===== src/rtl/dpot_pkg.sv =====
package dpot_pkg;
  localparam int VAL_W = 6;
  localparam int NREG  = 4;

  typedef enum logic [3:0] {
    OP_G_DR2W = 4'b0001,
    OP_STEP   = 4'b0010,
    OP_G_W2DR = 4'b1000,
    OP_RD_W   = 4'b1001,
    OP_WR_W   = 4'b1010,
    OP_RD_D   = 4'b1011,
    OP_WR_D   = 4'b1100,
    OP_DR2W   = 4'b1101,
    OP_W2DR   = 4'b1110
  } opcode_e;

  typedef struct packed {
    logic accept;
    logic rd_w;
    logic rd_d;
    logic ld_host;
    logic ld_dr;
    logic dr_host;
    logic dr_wiper;
    logic both;
    logic step;
  } dec_t;

  // saturating one-tap move
  function automatic logic [VAL_W-1:0] step_next(input logic [VAL_W-1:0] v, input logic up);
    if (up) return (v == {VAL_W{1'b1}}) ? v : v + 1'b1;
    else    return (v == '0) ? v : v - 1'b1;
  endfunction

  function automatic logic [7:0] pad_byte(input logic [VAL_W-1:0] v);
    return {{(8-VAL_W){1'b0}}, v};
  endfunction
endpackage


===== src/rtl/dpot_decode.sv =====
module dpot_decode
  import dpot_pkg::*;
(
  input  logic       valid,
  input  logic       busy,
  input  logic [3:0] op,
  output dec_t       d
);
  logic legal;
  always_comb begin
    d = '0;
    legal = 1'b1;
    case (op)
      OP_RD_W:   d.rd_w = 1'b1;
      OP_WR_W:   d.ld_host = 1'b1;
      OP_RD_D:   d.rd_d = 1'b1;
      OP_WR_D:   d.dr_host = 1'b1;
      OP_DR2W:   d.ld_dr = 1'b1;
      OP_W2DR:   d.dr_wiper = 1'b1;
      OP_G_DR2W: begin d.ld_dr = 1'b1; d.both = 1'b1; end
      OP_G_W2DR: begin d.dr_wiper = 1'b1; d.both = 1'b1; end
      OP_STEP:   d.step = 1'b1;
      default:   legal = 1'b0;
    endcase
    d.accept = valid & ~busy & legal;
  end
endmodule


===== src/rtl/dpot_nvtimer.sv =====
module dpot_nvtimer #(
  parameter int NV_CYCLES = 20
) (
  input  logic clk,
  input  logic rst_n,
  input  logic start,
  output logic busy
);
  localparam int CW = $clog2(NV_CYCLES + 1);
  logic [CW-1:0] cnt;

  always_ff @(posedge clk or negedge rst_n) begin
    if (!rst_n)          cnt <= '0;
    else if (start)      cnt <= CW'(NV_CYCLES);
    else if (cnt != '0)  cnt <= cnt - 1'b1;
  end
  assign busy = (cnt != '0);

  // a start always reloads the full window
  p_busy_reload_r8: assert property (@(posedge clk) disable iff (!rst_n)
    start |=> (busy && cnt == CW'(NV_CYCLES)));
  // the window only shrinks by one per cycle
  p_busy_count_r8: assert property (@(posedge clk) disable iff (!rst_n)
    (busy && !start) |=> (cnt == $past(cnt) - 1'b1));
endmodule


===== src/rtl/dpot_pot.sv =====
module dpot_pot
  import dpot_pkg::*;
#(
  parameter int LOAD_DLY = 2
) (
  input  logic             clk,
  input  logic             rst_n,
  input  logic             ld_req,
  input  logic [VAL_W-1:0] ld_val,
  input  logic             dr_we,
  input  logic [1:0]       dr_idx,
  input  logic [VAL_W-1:0] dr_wval,
  input  logic             step_go,
  input  logic             step_up,
  output logic [VAL_W-1:0] wiper,
  output logic [VAL_W-1:0] dr_rd
);
  logic [NREG-1:0][VAL_W-1:0]     dreg;
  logic [LOAD_DLY-1:0]            pv;
  logic [LOAD_DLY-1:0][VAL_W-1:0] pd;
  logic                           land;

  assign land  = pv[LOAD_DLY-1];
  assign dr_rd = dreg[dr_idx];

  always_ff @(posedge clk or negedge rst_n) begin
    if (!rst_n) begin
      pv <= '0;
      pd <= '0;
    end else begin
      pv[0] <= ld_req;
      pd[0] <= ld_val;
      for (int i = 1; i < LOAD_DLY; i++) begin
        pv[i] <= pv[i-1];
        pd[i] <= pd[i-1];
      end
    end
  end

  always_ff @(posedge clk or negedge rst_n) begin
    if (!rst_n)       wiper <= '0;
    else if (land)    wiper <= pd[LOAD_DLY-1];
    else if (step_go) wiper <= step_next(wiper, step_up);
  end

  always_ff @(posedge clk or negedge rst_n) begin
    if (!rst_n)     dreg <= '0;
    else if (dr_we) dreg[dr_idx] <= dr_wval;
  end

  // without a landing load or a step the wiper holds
  p_wiper_hold_r2: assert property (@(posedge clk) disable iff (!rst_n)
    (!land && !step_go) |=> $stable(wiper));
  // stepping up at the top end stays at the top
  p_step_sat_r10: assert property (@(posedge clk) disable iff (!rst_n)
    (step_go && step_up && !land && wiper == {VAL_W{1'b1}}) |=> (wiper == {VAL_W{1'b1}}));
  // stepping down at zero stays at zero
  p_step_floor_r10: assert property (@(posedge clk) disable iff (!rst_n)
    (step_go && !step_up && !land && wiper == '0) |=> (wiper == '0));
  // data bank holds while no write is requested
  p_bank_hold_r3: assert property (@(posedge clk) disable iff (!rst_n)
    !dr_we |=> $stable(dreg));
endmodule


===== src/rtl/dpot_regfile_engine.sv =====
module dpot_regfile_engine
  import dpot_pkg::*;
#(
  parameter int NV_CYCLES = 20,
  parameter int LOAD_DLY  = 2
) (
  input  logic       clk,
  input  logic       rst_n,
  input  logic       cmd_valid,
  input  logic [3:0] cmd_op,
  input  logic [1:0] cmd_reg,
  input  logic       cmd_pot,
  input  logic [7:0] cmd_data,
  input  logic       step_valid,
  input  logic       step_up,
  output logic       busy,
  output logic       rd_valid,
  output logic [7:0] rd_data,
  output logic [5:0] wiper0,
  output logic [5:0] wiper1
);
  localparam int NPOT = 2;

  dec_t                       d;
  logic                       nv_start;
  logic                       step_on;
  logic                       step_pot;
  logic [NPOT-1:0][VAL_W-1:0] wip;
  logic [NPOT-1:0][VAL_W-1:0] drv;

  dpot_decode u_dec (.valid(cmd_valid), .busy(busy), .op(cmd_op), .d(d));

  assign nv_start = d.accept & (d.dr_host | d.dr_wiper);

  dpot_nvtimer #(.NV_CYCLES(NV_CYCLES)) u_nv (
    .clk(clk), .rst_n(rst_n), .start(nv_start), .busy(busy));

  for (genvar p = 0; p < NPOT; p++) begin : g_pot
    logic sel;
    assign sel = d.both | (cmd_pot == 1'(p));
    dpot_pot #(.LOAD_DLY(LOAD_DLY)) u_pot (
      .clk(clk), .rst_n(rst_n),
      .ld_req (d.accept & sel & (d.ld_host | d.ld_dr)),
      .ld_val (d.ld_host ? cmd_data[VAL_W-1:0] : drv[p]),
      .dr_we  (d.accept & sel & (d.dr_host | d.dr_wiper)),
      .dr_idx (cmd_reg),
      .dr_wval(d.dr_host ? cmd_data[VAL_W-1:0] : wip[p]),
      .step_go(step_valid & step_on & (step_pot == 1'(p))),
      .step_up(step_up),
      .wiper  (wip[p]),
      .dr_rd  (drv[p]));
  end

  always_ff @(posedge clk or negedge rst_n) begin
    if (!rst_n) begin
      step_on  <= 1'b0;
      step_pot <= 1'b0;
    end else if (d.accept) begin
      step_on  <= d.step;
      step_pot <= cmd_pot;
    end
  end

  always_ff @(posedge clk or negedge rst_n) begin
    if (!rst_n) begin
      rd_valid <= 1'b0;
      rd_data  <= '0;
    end else begin
      rd_valid <= d.accept & (d.rd_w | d.rd_d);
      if (d.accept & (d.rd_w | d.rd_d))
        rd_data <= pad_byte(d.rd_w ? wip[cmd_pot] : drv[cmd_pot]);
    end
  end

  assign wiper0 = wip[0];
  assign wiper1 = wip[1];

  // read byte always carries two zero MSBs
  p_rd_pad_r11: assert property (@(posedge clk) disable iff (!rst_n)
    rd_valid |-> (rd_data[7:6] == 2'b00));
  // nothing is accepted while busy
  p_busy_drop_r8: assert property (@(posedge clk) disable iff (!rst_n)
    (busy && cmd_valid) |=> !rd_valid);
  // busy can only rise after a data-register write is accepted
  p_busy_cause_r8: assert property (@(posedge clk) disable iff (!rst_n)
    $rose(busy) |-> $past(nv_start));
  // undefined opcodes give no read and no busy
  p_undef_r9: assert property (@(posedge clk) disable iff (!rst_n)
    (cmd_valid && !busy && (cmd_op == 4'b0000 || cmd_op == 4'b1111 ||
      (cmd_op >= 4'b0011 && cmd_op <= 4'b0111))) |=> (!rd_valid && !$rose(busy)));
endmodule


===== config.mk =====
export PLATFORM = sky130hd
export DESIGN_NAME = dpot_regfile_engine
export DESIGN_NICKNAME = d
export VERILOG_FILES = /design/src/rtl/dpot_pkg.sv /design/src/rtl/dpot_decode.sv /design/src/rtl/dpot_nvtimer.sv /design/src/rtl/dpot_pot.sv /design/src/rtl/dpot_regfile_engine.sv
export SDC_FILE = /design/constraint.sdc
export NUM_CORES = 1
export LEC_CHECK = 0
export BUFFER_PORTS_ARGS = -buffer_cell sky130_fd_sc_hd__buf_2
export CAP_MARGIN = 20
export CORE_ASPECT_RATIO = 0.75
export CORE_MARGIN = 4
export CORE_UTILIZATION = 60
export CTS_CLUSTER_DIAMETER = 200
export DETAILED_ROUTE_END_ITERATION = 7
export PLACE_DENSITY = 0.81
export SLEW_MARGIN = 20
export SYNTH_ARGS = -nofsm -noshare
export SYNTH_HDL_FRONTEND = slang
export SYNTH_HIERARCHICAL = 1
export SYNTH_SLANG_ARGS = --single-unit

===== constraint.sdc =====
create_clock -name clk -period 3.8 [get_ports clk]
set_input_delay 0.38 -clock clk [delete_from_list [all_inputs] [get_ports clk]]
set_output_delay 0.38 -clock clk [all_outputs]
set_load 0.1 [all_outputs]

==> results.yml, run 1 <==
global_route:
  grt_overflow_total: 0
  antenna_found_initial: 0
  first_global_vias: 3658
  grt_pass1_wl_mm: 18.4
  grt_start_max_net_pins: 54
  grtUsageTotal_pct: 23.5
placed_design:
  dp_hpwl_mm: 7.71
  dpl_worst_slack_ns: 0.708
  placed_area_sq_um: 5390
  globalplace.congestion: 0.871
  port-buffer-count: 37
  place_inst: 566
power_and_ir_drop:
  leakage_nw: 2.68
  peakVddDrop_mv: 0.899
  power_density_nw_per_um2: 664
cells_and_area:
  instances_no_fill: 582
  antenna_cells: 0
  nNetsFinal: 503
  fin_util_pct: 70.0
  layout-drive-gt1-share_pct: 29.4
  stdcell_area_sq_um: 5690
  syn_to_final_growth_pct: 10.6
  fillers: 590
floorplan:
  die_w_um: 115
  io_pins: 42
  num_rows: 28
  start_util_pct: 63.3
  core_sq_um: 8130
  dieArea_sq_um: 10100
  dieHeight_um: 88.2
clocking:
  cts_made_buffers: 9
  clock-root-buffer: "clkbuf_16"
  postCtsSetupBuffers: 0
  h-tree-depth: 3
  clkSinkCount: 102
  cts_resized: 0
  cts_tree: "built"
  clkLatencyLatePin_ns: 0.34
  clk_pin_slew_ns: 0.07
  clockBufferDepth: 2
  cts_hold_buf: 0
synth:
  ys_top_cells_by_area: "dfrtp_1 50%, mux2_2 11%, mux4_2 5.3%"
  synth_top_cell_area_share_pct: 49.6
  ys_types: 58
  ys_warn_count: 6
  synthTopCellsByCount: "102 x dfrtp_1, 50 x mux2_2, 39 x inv_1"
  yosysMostFrequentCell: "dfrtp_1"
  ys_seq_area_share_pct: 49.6
  syn_inst: 436
  synth_edf_count: 0
  synth_area_sq_um: 5140
  async_flop_share_pct: 100
  yosys_most_used_dff: "dfrtp_1"
  yosys.area.top_type: "dfrtp_1"
  synth.avg_cell_area_sq_um: 11.8
  synth_seq_cells: 102
sta:
  finalHoldViolCount: 0
  layout_setup_ws_ns: 0.610
  slew_violations: 0
  slew_headroom_pct: 31.8
  fmax_mhz: 313
  period_share_pct: 83.9
  rsz0062_at_grt: "false"
  skew_ns: 0.00685
  setup_tns_ns: 0
  fin_crit_ns: 3.19
  setup_viol: 0
  worstMarginPinSlew_ns: 1.02
drt:
  drtPass1Iterations: 5
  drt-total-wl_mm: 10.9
  drc: 0
  routed_via_density: 6.08
  ant_nets: 0
  vias: 3537
  drt_first_iter_violations: 290
  avgRoutedWirePerCell_um: 18.7
job:
  cap_viol_max_count: 0
worst_setup_path:
  crit_path_top_delay_cell: "nor3b_2"
  r2r_start: "u_nv/cnt[0]"
  worstSetupStartpointType: "flip-flop"
  crit_start: "u_nv/cnt[0]"
  path_class: "flip-flop to flip-flop"
  path_cells: "inv_1 > ha_1 > or4b_4 > nand2b_1 > a221oi_2 > o21ai_0 > nor2_1 > nor3b_2 > mux2_2"
  end_kind: "flip-flop"
  cp_max_fo: 6
  cpPeakStageDelay_ns: 0.57
  crit_required_ns: 4.02
  arrival_ns: 3.41
min_path:
  holdCritPathClass: "input port to async pin"
status:
  status: "completed"
==> cell type report <==
cell class | instances | area [sq um] | area share, %
multi-input cells | 278 | 2340 | 41.1
flip-flops and latches | 102 | 2550 | 44.9
clock inverters | 5 | 56.3 | 0.990
repair buffers | 41 | 218 | 3.83
well taps | 105 | 131 | 2.31
clock buffers | 11 | 243 | 4.27
inverters | 40 | 150 | 2.64
==> per-stage QoR <==
step	hold WS [ns]	total power [mW]
floorplan	0.0844	2.54
global placement	0.333	2.81
detailed placement	0.335	2.87
CTS	0.106	3.79
global route	0.138	3.98
finish	0.0904	3.77
==> power breakdown <==
part           leakage, nW  switching, mW  internal (mW)  total, mW
logic                 1.20          0.938          0.422       1.36
registers             1.34          0.242           1.26       1.50
clock network        0.146          0.386          0.529      0.915
total                 2.68           1.57           2.21       3.77
==> cells in the final DEF (no fill, tap or decap), types with 10 or more instances in the layout <==
cell     count
buf_2       36
mux2i_1     15
o21ai_0     32
mux4_2      12
dfrtp_1    102
nand2_1     27
inv_1       39
nor2_1      23
mux2_2      50
a21oi_1     10
==> path summary, 6_finish.rpt <==
| path | end | slack (ns) | cells past startpoint |
|---|---|---|---|
| min in group clk | g_pot[0].u_pot/pd[3] | 0.30 | 3 |
| max in group asynchronous | g_pot[1].u_pot/dreg[6] | 2.91 | 2 |
| worst min register to register | g_pot[0].u_pot/pd[10] | 0.35 | 0 |
| worst max register to register | g_pot[1].u_pot/dreg[4] | 0.61 | 9 |
| worst max-delay path | g_pot[1].u_pot/dreg[4] | 0.61 | 9 |
| worst min-delay path | g_pot[0].u_pot/wiper[4] | 0.09 | 1 |
==> cell families (layout without fill, tap and decap cells) <==
| family | count (synthesis) | in the layout | share of synthesized area, % |
|---|---|---|---|
| xor gates and xnor gates | 10 | 10 | 1.70 |
| buffers and inverters | 57 | 97 | 4.99 |
| other | 1 | 2 | 0.0729 |
| AOI/OAI and AO/OA | 87 | 87 | 11.3 |
| adders and majority gates | 11 | 11 | 2.97 |
| and+or+nand+nor | 91 | 91 | 10.2 |
| DFF | 102 | 102 | 49.6 |
| muxes | 77 | 77 | 19.1 |
==> worst max-delay path: cells and delay by family, from the launching register on <==
kind                     cells  cell delay (ns)
AND/OR/NAND/NOR              4             1.61
flip-flops                   1             0.40
multiplexers                 1             0.40
AO/OA/AOI/OAI                2             0.39
adder cells (fa/ha/maj)      1             0.22
buffers and inverters        1             0.06
==> flip-flops by register name (all words and copies together) (netlist names) <==
| name | count |
|---|---|
| g_pot.u_pot/dreg | 48 |
| g_pot.u_pot/wiper | 12 |
| rd_valid | 1 |
| g_pot.u_pot/pd | 24 |
| step_on | 1 |
| rd_data | 6 |
| u_nv/cnt | 5 |
| step_pot | 1 |
| g_pot.u_pot/pv | 4 |
==> routing by layer <==
layer	track usage, %	part of all wire (%)	vias up
li1	-	-	1626
met1	32.8	45	1772
met2	37.5	48	125
met3	5.39	5.6	14
met4	6.72	1.6	0
met5	0	0	-
Power figures use the tool's default switching activity.
==> run 2: changes to the inputs <==
--- a/config.mk
+++ b/config.mk
@@ -5,6 +5,7 @@
 export SDC_FILE = /design/constraint.sdc
 export NUM_CORES = 1
 export LEC_CHECK = 0
+export ABC_AREA = 1
 export BUFFER_PORTS_ARGS = -buffer_cell sky130_fd_sc_hd__buf_2
 export CAP_MARGIN = 20
 export CORE_ASPECT_RATIO = 0.75
==> constraint.sdc (replaced) <==
create_clock -name clk -period 3.1 [get_ports clk]
set_input_delay 0.31 -clock clk [delete_from_list [all_inputs] [get_ports clk]]
set_output_delay 0.31 -clock clk [all_outputs]
set_load 0.1 [all_outputs]
==> run 2 against run 1 <==
  * Core utilization down 1.3 points
  * Design area up 3.9%
  * Global-route usage is 1.2 points higher
  * Sequential share of layout area down 1.7 points
  * Area after synthesis grew 4.9%
  * Largest power group is now combinational logic
==> results.yml, run 2 <==
clocking:
  cts_tree: "built"
  clkSinkCount: 102
  h-tree-depth: 3
  clkLatencyLatePin_ns: 0.34
  cts_hold_buf: 0
  cts_made_buffers: 9
  cts_resized: 0
  clock-root-buffer: "clkbuf_16"
  clockBufferDepth: 2
  clk_pin_slew_ns: 0.07
  postCtsSetupBuffers: 0
cells_and_area:
  antenna_cells: 0
  syn_to_final_growth_pct: 9.51
  instances_no_fill: 812
  fin_util_pct: 68.7
  stdcell_area_sq_um: 5910
  largest_register: "g_pot.u_pot/dreg"
  fillers: 680
  largest_reg_flops: 48
  final_common_cell: "nand2_1"
  final-seq-area_sq_um: 2550
  multi_input_area_sq_um: 2380
  final_cell_mix: "228 x nand2_1, 102 x dfrtp_1, 69 x inv_1"
  top_regs: "g_pot.u_pot/dreg (48), g_pot.u_pot/pd (24), g_pot.u_pot/wiper (12)"
  layout-drive-gt1-share_pct: 18.6
  nNetsFinal: 730
sta:
  period_share_pct: 81.4
  worstMarginPinSlew_ns: 1.08
  setup_tns_ns: 0
  slew_violations: 0
  setup_viol: 0
  slew_headroom_pct: 27.6
  fin_crit_ns: 2.52
  rsz0062_at_grt: "false"
  fmax_mhz: 396
  finalHoldViolCount: 0
  skew_ns: 0.00706
placed_design:
  place_inst: 796
  globalplace.congestion: 0.890
  port-buffer-count: 37
  placed_area_sq_um: 5600
  dp_hpwl_mm: 9.15
drt:
  routed_via_density: 5.63
  ant_nets: 0
  drt_first_iter_violations: 424
  drc: 0
  drtPass1Iterations: 5
  drt-total-wl_mm: 12.7
  vias: 4573
  avgRoutedWirePerCell_um: 15.6
power_and_ir_drop:
  power_mw: 4.97
  power_density_nw_per_um2: 840
  leakage_nw: 3.09
  peakVddDrop_mv: 0.579
floorplan:
  die_w_um: 118
  core_sq_um: 8600
  num_rows: 29
  dieArea_sq_um: 10600
  dieHeight_um: 90.1
  start_util_pct: 62.8
  io_pins: 42
status:
  status: "completed"
global_route:
  antenna_found_initial: 0
  grt_overflow_total: 0
  grtUsageTotal_pct: 24.8
  first_global_vias: 4484
  grt_start_max_net_pins: 66
  grt_pass1_wl_mm: 21.5
synth:
  synth.avg_cell_area_sq_um: 8.14
  ys_top_cells_by_area: "dfrtp_1 47%, nand2_1 16%, o21ai_2 6.2%"
  ys_seq_area_share_pct: 47.3
  ys_warn_count: 6
  synth_seq_cells: 102
  async_flop_share_pct: 100
  ys_types: 28
  yosysMostFrequentCell: "nand2_1"
  synthTopCellsByCount: "228 x nand2_1, 102 x dfrtp_1, 69 x inv_1"
  synth_edf_count: 0
  synth_top_cell_area_share_pct: 47.3
  yosys.area.top_type: "dfrtp_1"
  synth_area_sq_um: 5400
  yosys_most_used_dff: "dfrtp_1"
  syn_inst: 663
worst_setup_path:
  path_cells: "inv_1 > ha_1 > nand3_4 > nor2_4 > nand2_1 > nor2_1 > buf_4 > o21ai_0 > nor2_1 > nand2_2 > nand2_1 > o21ai_2"
  rr_worst_depth: 12
  critical_path.top_delay_family: "simple AND/OR/NAND/NOR gates"
  path_class: "flip-flop to flip-flop"
  crit_cells: 12
  cpPeakStageDelay_ns: 0.39
  crit_required_ns: 3.33
  worstSetupStartpointType: "flip-flop"
  arrival_ns: 2.75
  crit_path_top_delay_cell: "nor2_1"
  cp_max_fo: 12
  end_kind: "flip-flop"
  worst-path-buf-inv: 2
min_path:
  holdCritPathClass: "input port to async pin"
job:
  cap_viol_max_count: 0
[run 2: path summary, 6_finish.rpt]
check,slack (ns),from,to
setup / recovery,0.58,u_nv/cnt[0],g_pot[0].u_pot/dreg[18]
hold / removal,0.03,rst_n,u_nv/cnt[4]
setup reg to reg,0.58,u_nv/cnt[0],g_pot[0].u_pot/dreg[18]
hold reg to reg,0.35,g_pot[0].u_pot/pd[2],g_pot[0].u_pot/pd[8]
max in group asynchronous,2.30,rst_n,g_pot[0].u_pot/dreg[23]
min in group clk,0.25,cmd_data[4],g_pot[1].u_pot/pd[4]
[run 2: cell type report]
class,instances,area share [%]
repair buffers,43,3.94
multi-input cells,463,40.3
well taps,108,2.29
clock buffers,10,4.04
clock inverters,6,1.14
flip-flops and latches,102,43.2
inverters,80,5.08
[run 2: cell families after synthesis]
kind of cell,share of synthesized area (%)
AO/OA/AOI/OAI,13.5
XOR/XNOR,0.649
adder cells (fa/ha/maj),2.83
buffers and inverters,8.63
flip-flops,47.3
other,0.0695
AND/OR/NAND/NOR,27.1
[run 2: power by group]
part           switching, mW  internal (mW)
registers              0.231           1.52
clock network          0.501          0.652
logic                   1.56          0.503
[run 2: worst reg2reg max path, cell delays in order (launching register included)]
cell     delay (ns)
dfrtp_1        0.38
inv_1          0.12
ha_1           0.26
nand3_4        0.15
nor2_4         0.12
nand2_1        0.05
nor2_1         0.10
buf_4          0.18
o21ai_0        0.12
nor2_1         0.39
nand2_2        0.30
nand2_1        0.18
o21ai_2        0.06
[run 2: per-layer routing]
layer	up-vias	wire length (um)	global-route usage (%)
met5	-	0	0
met4	0	143	5.66
met3	12	873	4.89
met2	185	6020	40.5
met1	2193	5670	34.5
li1	2183	-	-
[run 2: through the flow]
stage / hold WS [ns] / worst slack, ns
6_report: 0.0304 / 0.578
5_1_grt: 0.108 / 0.337
4_1_cts: 0.0799 / 0.599
3_5_place_dp: 0.335 / 0.643
3_3_place_gp: 0.334 / 0.777
2_1_floorplan: 0.0144 / 0.353
